`src/rtl/irq_arbiter.sv`:
```
module irq_arbiter #(
  parameter int XLEN = 32,
  parameter int NIRQ = 16
) (
  input  logic            clk,
  input  logic            rst_n,
  input  logic            eval_req,
  input  logic [1:0]      cur_priv,
  input  logic            m_gie,
  input  logic            s_gie,
  input  logic [NIRQ-1:0] irq_pend,
  input  logic [NIRQ-1:0] irq_deleg,
  input  logic            in_debug,
  output logic            take_irq,
  output logic [XLEN-1:0] irq_cause
);
  localparam int IDXW = (NIRQ > 1) ? $clog2(NIRQ) : 1;
  localparam logic [1:0] PRIV_S = 2'd1;
  localparam logic [1:0] PRIV_M = 2'd3;

  logic            m_on, s_on, fire;
  logic [NIRQ-1:0] m_set, s_set, cand;
  logic [IDXW-1:0] win;

  assign m_on  = (cur_priv < PRIV_M) || ((cur_priv == PRIV_M) && m_gie);
  assign s_on  = (cur_priv < PRIV_S) || ((cur_priv == PRIV_S) && s_gie);
  assign m_set = irq_pend & ~irq_deleg & {NIRQ{m_on}};
  assign s_set = irq_pend & irq_deleg & {NIRQ{s_on}};
  assign cand  = (|m_set) ? m_set : s_set;
  assign fire  = eval_req && !in_debug && (|cand);

  always_comb begin
    win = '0;
    for (int i = NIRQ - 1; i >= 0; i--)
      if (cand[i]) win = IDXW'(i);
  end

  always_ff @(posedge clk) begin
    if (!rst_n) begin
      take_irq  <= 1'b0;
      irq_cause <= '0;
    end else begin
      take_irq <= fire;
      if (fire) irq_cause <= {1'b1, {(XLEN-1-IDXW){1'b0}}, win};
    end
  end
endmodule

```
`config.mk`:
```
export PLATFORM = sky130hd
export DESIGN_NAME = irq_arbiter
export DESIGN_NICKNAME = d
export VERILOG_FILES = /design/src/rtl/irq_arbiter.sv
export SDC_FILE = /design/constraint.sdc
export NUM_CORES = 1
export LEC_CHECK = 0
export BUFFER_PORTS_ARGS = -buffer_cell sky130_fd_sc_hd__buf_2
export CAP_MARGIN = 0
export CELL_PAD_IN_SITES_DETAIL_PLACEMENT = 1
export CELL_PAD_IN_SITES_GLOBAL_PLACEMENT = 1
export CORE_ASPECT_RATIO = 0.8
export CORE_MARGIN = 4
export CORE_UTILIZATION = 28
export CTS_CLUSTER_SIZE = 12
export DETAILED_ROUTE_END_ITERATION = 10
export HOLD_SLACK_MARGIN = 0.15
export MAX_ROUTING_LAYER = met4
export PLACE_DENSITY = 0.87
export SLEW_MARGIN = 20
export SYNTH_ARGS = -nofsm -noshare
export SYNTH_HDL_FRONTEND = slang
export SYNTH_SLANG_ARGS = --single-unit
```
`constraint.sdc`:
```
create_clock -name clk -period 2.4 [get_ports clk]
set_clock_uncertainty 0.15 [all_clocks]
set_input_delay 0.48 -clock clk [delete_from_list [all_inputs] [get_ports clk]]
set_output_delay 0.48 -clock clk [all_outputs]
set_load 0.05 [all_outputs]
```
==> metrics, run 1 <==
run status=complete, but fails checks; failing checks=negative setup slack; final setup fails=6; total track usage=0.176; switch share=0.477; synth top area cells=buf_4 (15%), dfxtp_1 (8.8%), nand2_1 (6.6%); Internal=0.408 mW; CTS tree=yes; WHS=roughly 0.31 ns; Die Width=85.9 um; Post-Route WL=6350 um; post-DP HPWL=4190 um; Power Dens Cells=348 nW/um2; TritonCTS Sinks=6; Slew headroom=0.594; largest net degree at the start of global routing=13; GPL Wtd Cong=slightly below 0.9; slowest CP cell=or3_1; P&R area growth vs syn=64.8%; via count=1752; Clock power frac=0.191; placed insts=roughly 330; RSZ-0062 raised after global routing=true; endpoint class of the critical path=flop; worst r2r src=irq_cause[1]; Post-Layout Cell Count=344; DIE HEIGHT=70.3 um; hold_sp=irq_cause[31]; initial core utilization=0.292; VDD IR max=~0.00023 V; register area share after synthesis=0.0884; ant diodes=0; P_leak=roughly 1.1 nW; Final Worst Setup Slack=-0.346 ns; initial DRC count=133; Main synth FF type=dfxtp_1; Critical path buffers and inverters=5; Worst path max stage delay=0.37 ns; WL met1=2620 um; Final Max Slew Viols=0; P_sw=0.371 mW; HP Class=reg -> reg; Netlist cell types=53; Skew-Pair Late Insertion Delay=0.22 ns; total of max-cap violations=0; CP startpoint=irq_pend[2]; Tcrit/Tclk final=1.14; CTS clk-pin slew, worst paths=0.04 ns; initial antenna violation count=0; Clock Tree Root=clkbuf_8; core area=4650 um2; FP Rows=22; sequential group share of total power=0.141; CP top delay family=compound AO/OA/AOI/OAI gates; Met2 Wirelength=between 3000 and 4000 um; Worst-Margin Slew=roughly 0.60 ns; max layer used=met4; H-Tree Level Count=1; Clock Path Buffers=2; Post-Synthesis Cells=181; Worst path most repeated cell=buf_6; cell taking the most area after synthesis=buf_4; die area=6040 um2; Final Hold Fails=0; Synth warnings=0; Critical Path RT=2.34 ns; I/O pins=73; Via density=5.09; DP Worst Slack=-0.489 ns; share of the synthesized area in the top cell type=0.149; Syn Std Cell Area=roughly 1400 um2; CP Class=in -> reg; setup TNS=-1.17 ns; Worst EP arrival=2.69 ns; number of CTS-inserted buffers=3; GRT Residual Overflow=0; vias in the first global route=1785; nets=326; crit path cell chain=buf_6, nor2b_4, a21oi_4, a41oi_4, buf_4, buf_6, buf_6, o31ai_4, buf_4, nor2b_1, or3_1, a211oi_2, o32ai_2; Post-synth EDFFs=0; Initial DRT Pass Iterations=4; WL per Instance=around 18 um; Syn Area/Cell=7.51 um2; layout cells sized above 1=0.549; synthesized flop and latch total=6; Post-DRT Antenna Nets=0; combinational share of power=0.668; Max Freq=364 MHz; critical path peak fanout=6; Filler Cell Count=a little under 600; total power=roughly 0.78 mW; met3 WL=314 um; I/O Buffers=45; Post-route DRC=0; CP startpoint kind=input port; Synth async-reset ratio=0; first-pass GRT wire length=approximately 8400 um; min Tclk post-route=around 2.7 ns
power by group through the flow:
stage               sequential, mW  clock (mW)  combinational, mW
floorplan                    0.133           0              0.283
global placement             0.111           0              0.405
detailed placement           0.111           0              0.420
CTS                          0.110       0.151              0.448
global route                 0.110       0.160              0.548
finish                       0.110       0.149              0.520
cells in the final DEF, fill, tap and decap left out, types with 7 or more instances in the layout:
master   count
nand2_1     24
a21oi_1      8
buf_2       44
nor2_1      16
conb_1      27
nor2b_4      7
inv_1        8
o21ai_0      9
buf_4       50
buf_6       11
layer usage:
layer / global-route usage / vias to the layer above
li1: - / 811
met1: 0.211 / 855
met2: 0.308 / 72
met3: 0.0224 / 14
met4: 0.0439 / 0
met5: - / -
timing repair:
item                                    in CTS  in global routing
hold buffers                                 0                  0
buffers inserted                             5                  9
gates resized for setup                     11                 27
pin swaps                                    6                 21
gates cloned                                 0                  1
endpoints found under the setup margin       6                  6
cell families after synthesis:
family,count (synthesis),synth area share
simple gates,82,0.362
compound gates,51,0.331
buf+inv,41,0.216
flops,6,0.0884
other cells,1,0.00276
path summary, 6_finish.rpt:
path	slack [ns]	cells after the start	end
min	0.31	1	irq_cause[31]
max reg2reg	1.49	3	irq_cause[1]
max	-0.35	13	irq_cause[0]
min reg2reg	0.31	1	irq_cause[31]
Yosys cell counts (2+ instances only):
master / instances
nor2_1: 16
a21oi_2: 2
nand3_1: 5
o31ai_1: 2
buf_4: 27
nor2b_1: 7
o221a_2: 2
nor2_2: 2
a21oi_1: 9
o21ai_1: 2
nor4_2: 2
o32ai_1: 3
buf_6: 2
inv_1: 8
nor3_1: 3
clkbuf_8: 2
o21ai_0: 10
nor3_4: 2
o41ai_1: 2
nand2_1: 24
nor4_1: 3
o31ai_2: 3
nand2b_1: 3
nor2b_4: 5
or3_1: 2
dfxtp_1: 6
layout make-up:
cell class,count,area (um2),area share
clock buffers,3,41.3,0.0184
well taps,60,75.1,0.0335
multi-input cells,160,1230,0.549
flip-flops and latches,6,120,0.0536
repair buffers,106,739,0.330
inverters,9,33.8,0.0151
worst reg2reg max path: cells and delay by family, from the launching register on:
family	cells	cell delay, ns
DFF	1	0.30
AOI/OAI and AO/OA	1	0.23
and+or+nand+nor	2	0.12
stage by stage:
stage	area (um2)	utilization
2_1_floorplan	1460	-
3_3_place_gp	1860	0.401
3_5_place_dp	1860	0.401
5_1_grt	2240	0.481
4_1_cts	2020	0.434
6_report	2240	0.481
registers in the layout, summed over array words and instances (netlist names):
signal and count:
irq_cause 5, take_irq 1
No activity file was read; power rests on OpenSTA's default activity.
==> inputs of run 2 (changes only) <==
==> constraint.sdc (replaced) <==
create_clock -name clk -period 2.4 [get_ports clk]
set_clock_uncertainty 0.15 [all_clocks]
set_input_delay 0.36 -clock clk [delete_from_list [all_inputs] [get_ports clk]]
set_output_delay 0.36 -clock clk [all_outputs]
set_load 0.05 [all_outputs]
==> metrics, run 2 (same netlist as run 1, synthesis figures left out) <==
number of CTS-inserted buffers=3 (unchanged); GRT Residual Overflow=0 (unchanged); Clock power frac=0.201 (was 0.191); die area=6040 um2 (unchanged); nets=326 (unchanged); vias in the first global route=1680 (was 1785); P_leak=1.06 nW (about the same); endpoint class of the critical path=flop (unchanged); DIE HEIGHT=70.3 um (unchanged); largest net degree at the start of global routing=13 (unchanged); Clock Path Buffers=2 (unchanged); FP Rows=22 (unchanged); Filler Cell Count=611 (was 588); min Tclk post-route=2.43 ns (was 2.75 ns); Worst Setup EP=irq_cause[2] (was irq_cause[0]); Post-Route WL=5740 um (was 6350 um); CP startpoint kind=input port (unchanged); run status=complete, but fails checks (unchanged); initial core utilization=0.292 (unchanged); I/O Buffers=45 (unchanged); Skew-Pair Late Insertion Delay=0.22 ns (about the same); biggest regs=irq_cause: 5 flops, take_irq: 1 flops (unchanged); Final Worst Setup Slack=-0.0349 ns (was -0.346 ns); P&R area growth vs syn=61.0% (was 64.8%); CP startpoint=irq_pend[2] (unchanged); Critical Path RT=2.36 ns (was 2.34 ns); Post-DRT Antenna Nets=0 (unchanged); critical path peak fanout=5 (was 6); initial DRC count=69 (was 133); I/O pins=73 (unchanged); CTS tree=yes (unchanged); Final Max Slew Viols=0 (unchanged); Slew headroom=0.648 (was 0.594); Post-Layout Cell Count=344 (unchanged); RSZ-0062 raised after global routing=true (unchanged); ant diodes=0 (unchanged); Tcrit/Tclk final=1.01 (was 1.14); Power Dens Cells=352 nW/um2 (was 348 nW/um2); GPL Wtd Cong=0.855 (was 0.886); total of max-cap violations=0 (unchanged); H-Tree Level Count=1 (unchanged); TritonCTS Sinks=6 (unchanged); Final Util=0.470 (was 0.481); FF-to-FF End=irq_cause[1] (unchanged); initial antenna violation count=0 (unchanged); P_sw=0.362 mW (was 0.371 mW); Biggest register=irq_cause (unchanged); max FFs per register=5 (unchanged); Max Freq=411 MHz (was 364 MHz); worst r2r src=irq_cause[1] (unchanged); HP Class=in -> reg (was reg -> reg); setup TNS=-0.0349 ns (was -1.17 ns); VDD IR max=0.000242 V (was 0.000232 V); combinational share of power=0.657 (was 0.668); total track usage=0.168 (was 0.176); Worst EP arrival=2.39 ns (was 2.69 ns); first-pass GRT wire length=8090 um (was 8430 um); Internal=0.407 mW (was 0.408 mW); layout cells sized above 1=0.542 (was 0.549); Die Width=85.9 um (unchanged); final setup fails=1 (was 6); Post-CTS Hold Buffers=0 (unchanged); CTS clk-pin slew, worst paths=0.04 ns (about the same); final instance area=2190 um2 (was 2240 um2); Post-route DRC=0 (unchanged); WL per Instance=16.7 um (was 18.5 um); Via density=4.85 (was 5.09); reg2reg path depth=3 (unchanged); post-DP HPWL=4130 um (was 4190 um); CP Class=in -> reg (unchanged); R2R setup slack=1.54 ns (was 1.49 ns); Initial DRT Pass Iterations=4 (unchanged); failing checks=negative setup slack (unchanged); Area after DPL=1850 um2 (was 1860 um2); sequential group share of total power=0.142 (was 0.141); core area=4650 um2 (unchanged); via count=1668 (was 1752); switch share=0.471 (was 0.477); Worst-Margin Slew=0.524 ns (was 0.601 ns); Clock Tree Root=clkbuf_8 (unchanged); commonest non-fill, non-tap cells in the layout=buf_4 (54), buf_2 (45), conb_1 (27) (was buf_4 (50), buf_2 (44), conb_1 (27)); most common cell after layout, fill and taps aside=buf_4 (unchanged); Final Hold Fails=0 (unchanged); placed insts=321 (was 327)
[run 2: changes by cell type in the layout (fill, tap and decap cells not counted), moves of 2 or more]
cell	change
buf_6	-8
buf_12	+3
nor2b_2	+3
buf_4	+4
nor2b_4	-2
[run 2: critical path, stage by stage]
cell	delay, ns
buf_2	0.10
nor2b_4	0.13
a21oi_4	0.18
a41oi_4	0.18
buf_4	0.17
buf_4	0.13
o31ai_4	0.32
nor4_2	0.10
buf_4	0.16
buf_4	0.14
nor2_1	0.12
nor2_1	0.07
o221a_2	0.23
[run 2: metal layers]
layer  vias up  part of all wire  wire length, um  global-route usage
met5         -                 0                0                   -
met4         0             0.017               98              0.0527
met3        13             0.037              211              0.0165
met2        51              0.54             3110               0.293
met1       794              0.40             2320               0.202
li1        810                 -                -                   -
[run 2: metrics by stage]
| step | setup slack (ns) | total power [mW] | hold WS, ns |
|---|---|---|---|
| after floorplan | 0.0938 | 0.415 | 0.315 |
| after CTS | -0.000789 | 0.710 | 0.294 |
| final | -0.0349 | 0.769 | 0.291 |
| after detailed placement | -0.287 | 0.532 | 0.302 |
| after global placement | -0.167 | 0.518 | 0.296 |
| after global routing | -0.0992 | 0.807 | 0.311 |
[run 2: power by group through the flow]
stage	registers, mW	clock network [mW]	logic [mW]
after global routing	0.110	0.161	0.535
after CTS	0.110	0.156	0.445
after global placement	0.111	0	0.407
after detailed placement	0.111	0	0.421
after floorplan	0.133	0	0.282
final	0.109	0.154	0.505
[run 2: worst min path at each step]
stage,endpoint,cells after the start,start
2_1_floorplan,take_irq,2,rst_n
3_3_place_gp,irq_cause[31],1,irq_cause[31]
3_5_place_dp,irq_cause[31],1,irq_cause[31]
4_1_cts,take_irq,3,rst_n
5_1_grt,irq_cause[3],2,rst_n
6_report,take_irq,3,rst_n
[run 2: cell type report]
type	instances	area [um2]	share of cell area
Clock buffer	3	41.3	0.0189
Tap cell	60	75.1	0.0343
Sequential cell	6	120	0.0549
Inverter	9	33.8	0.0154
Timing Repair Buffer	106	744	0.340
Multi-Input combinational cell	160	1170	0.536
[run 2: repair_timing]
item                       in CTS  in global routing
resized for setup               9                 16
setup buffers                   6                 14
pin swaps                       2                 16
setup endpoints to repair       2                  3
==> inputs of run 3 (changes only) <==
CORE_MARGIN = 2   (was 4)
==> metrics, run 3 (same netlist as run 1, synthesis figures left out) <==
run status=finished, final reports clean (was complete, but fails checks); layout cells sized above 1=0.540 (was 0.542); Clock Tree Root=clkbuf_8 (unchanged); H-Tree Level Count=1 (unchanged); switch share=0.487 (was 0.471); initial antenna violation count=0 (unchanged); Worst EP arrival=2.31 ns (was 2.39 ns); Slew headroom=0.668 (was 0.648); CP startpoint=irq_pend[10] (was irq_pend[2]); worst r2r src=irq_cause[1] (unchanged); most common cell after layout, fill and taps aside=buf_2 (was buf_4); Post-Route WL=5680 um (was 5740 um); ant diodes=0 (unchanged); commonest non-fill, non-tap cells in the layout=buf_2 (44), buf_4 (39), conb_1 (27) (was buf_4 (54), buf_2 (45), conb_1 (27)); combinational share of power=0.657 (about the same); final instance area=2200 um2 (was 2190 um2); Area after DPL=1810 um2 (was 1850 um2); CTS tree=yes (unchanged); CP startpoint kind=input port (unchanged); Skew-Pair Late Insertion Delay=0.22 ns (about the same); final setup fails=0 (was 1); total track usage=0.192 (was 0.168); GPL Wtd Cong=0.916 (was 0.855); Final Hold Fails=0 (unchanged); P_leak=1.03 nW (was 1.06 nW); VDD IR max=0.000212 V (was 0.000242 V); TritonCTS Sinks=6 (unchanged); reg2reg path depth=3 (unchanged); P&R area growth vs syn=62.2% (was 61.0%); Clock power frac=0.200 (was 0.201); GRT Residual Overflow=0 (unchanged); Critical Path RT=2.35 ns (was 2.36 ns); Max Freq=423 MHz (was 411 MHz); Biggest register=irq_cause (unchanged); Final Max Slew Viols=0 (unchanged); Internal=0.395 mW (was 0.407 mW); max FFs per register=5 (unchanged); Post-CTS Hold Buffers=0 (unchanged); vias in the first global route=1696 (was 1680); biggest regs=irq_cause: 5 flops, take_irq: 1 flops (unchanged); I/O pins=73 (unchanged); post-DP HPWL=3980 um (was 4130 um); Initial DRT Pass Iterations=4 (unchanged); total of max-cap violations=0 (unchanged); I/O Buffers=45 (unchanged); Clock Path Buffers=2 (unchanged); HP Class=in -> reg (unchanged); CTS clk-pin slew, worst paths=0.04 ns (about the same); R2R setup slack=1.48 ns (was 1.54 ns); critical path peak fanout=6 (was 5); core area=4620 um2 (was 4650 um2); Post-route DRC=0 (unchanged); CP Class=in -> reg (unchanged); initial core utilization=0.294 (was 0.292); sequential group share of total power=0.143 (was 0.142); die area=5430 um2 (was 6040 um2); Worst-Margin Slew=0.497 ns (was 0.524 ns); via count=1675 (was 1668); endpoint class of the critical path=flop (unchanged); DIE HEIGHT=66.3 um (was 70.3 um); Tcrit/Tclk final=0.985 (was 1.01); Worst Setup EP=irq_cause[0] (was irq_cause[2]); first-pass GRT wire length=7970 um (was 8090 um); FF-to-FF End=irq_cause[1] (unchanged); WHS=0.310 ns (was 0.291 ns); Die Width=81.9 um (was 85.9 um); min Tclk post-route=2.36 ns (was 2.43 ns); Post-DRT Antenna Nets=0 (unchanged); P_sw=0.375 mW (was 0.362 mW); Via density=5.05 (was 4.85); initial DRC count=59 (was 69); largest net degree at the start of global routing=13 (unchanged); nets=314 (was 326); number of CTS-inserted buffers=3 (unchanged); WL per Instance=17.1 um (was 16.7 um); Power Dens Cells=349 nW/um2 (was 352 nW/um2); FP Rows=22 (unchanged)
-- run 3: cell types whose count changed in the layout (fill, tap and decap cells not counted), sizes merged --
cell | before | now
a41oi | 1 | 2
buf | 106 | 93
-- run 3: cell type report --
class                           instances  area, um2
Sequential cell                         6        120
Multi-Input combinational cell        161       1290
Tap cell                               60       75.1
Fill cell                             587       2420
Timing Repair Buffer                   93        643
Clock buffer                            3       41.3
Inverter                                9       33.8
-- run 3: repair_timing --
action                     4_1_cts  5_1_grt
gates resized for setup          2       45
pin swaps                        1       26
buffers inserted                 0        8
setup endpoints to repair        2        5
gates cloned                     1        0
-- run 3: metrics by stage --
| stage | std cells | util | worst slack (ns) | total power, mW | setup TNS, ns |
|---|---|---|---|---|---|
| 2_1_floorplan | 207 | - | 0.0938 | 0.415 | 0 |
| 3_3_place_gp | 322 | 0.392 | -0.168 | 0.509 | -0.485 |
| 3_5_place_dp | 322 | 0.392 | -0.308 | 0.522 | -1.23 |
| 4_1_cts | 326 | 0.407 | -0.0174 | 0.686 | -0.0174 |
| 5_1_grt | 332 | 0.477 | -0.0378 | 0.809 | -0.0664 |
| 6_report | 332 | 0.477 | 0.0370 | 0.770 | 0 |
-- run 3: critical path, cell delays in order --
cell,delay [ns]
buf_2,0.10
nor2b_2,0.17
a21oi_4,0.23
a41oi_4,0.25
buf_6,0.21
o41a_1,0.49
nor2_1,0.14
nor3_1,0.08
o21ai_1,0.18
o32ai_2,0.09
-- run 3: power groups by stage --
| stage | logic, mW | clock network, mW | registers, mW |
|---|---|---|---|
| 2_1_floorplan | 0.282 | 0 | 0.133 |
| 3_3_place_gp | 0.398 | 0 | 0.111 |
| 3_5_place_dp | 0.411 | 0 | 0.111 |
| 4_1_cts | 0.419 | 0.157 | 0.110 |
| 5_1_grt | 0.535 | 0.163 | 0.110 |
| 6_report | 0.506 | 0.154 | 0.110 |
-- run 3: worst min path at each step --
stage / from / to / depth (start not counted)
after floorplan: rst_n / take_irq / 2
after global placement: irq_cause[31] / irq_cause[31] / 1
after detailed placement: irq_cause[31] / irq_cause[31] / 1
after CTS: rst_n / take_irq / 3
after global routing: rst_n / irq_cause[31] / 2
final: rst_n / irq_cause[31] / 2
-- run 3: metal layers --
layer | vias up | track usage | share of wire
met1 | 803 | 0.240 | 0.40
li1 | 789 | - | -
met5 | - | - | 0
met4 | 0 | 0.0271 | 0.029
met3 | 16 | 0.0191 | 0.059
met2 | 67 | 0.341 | 0.51
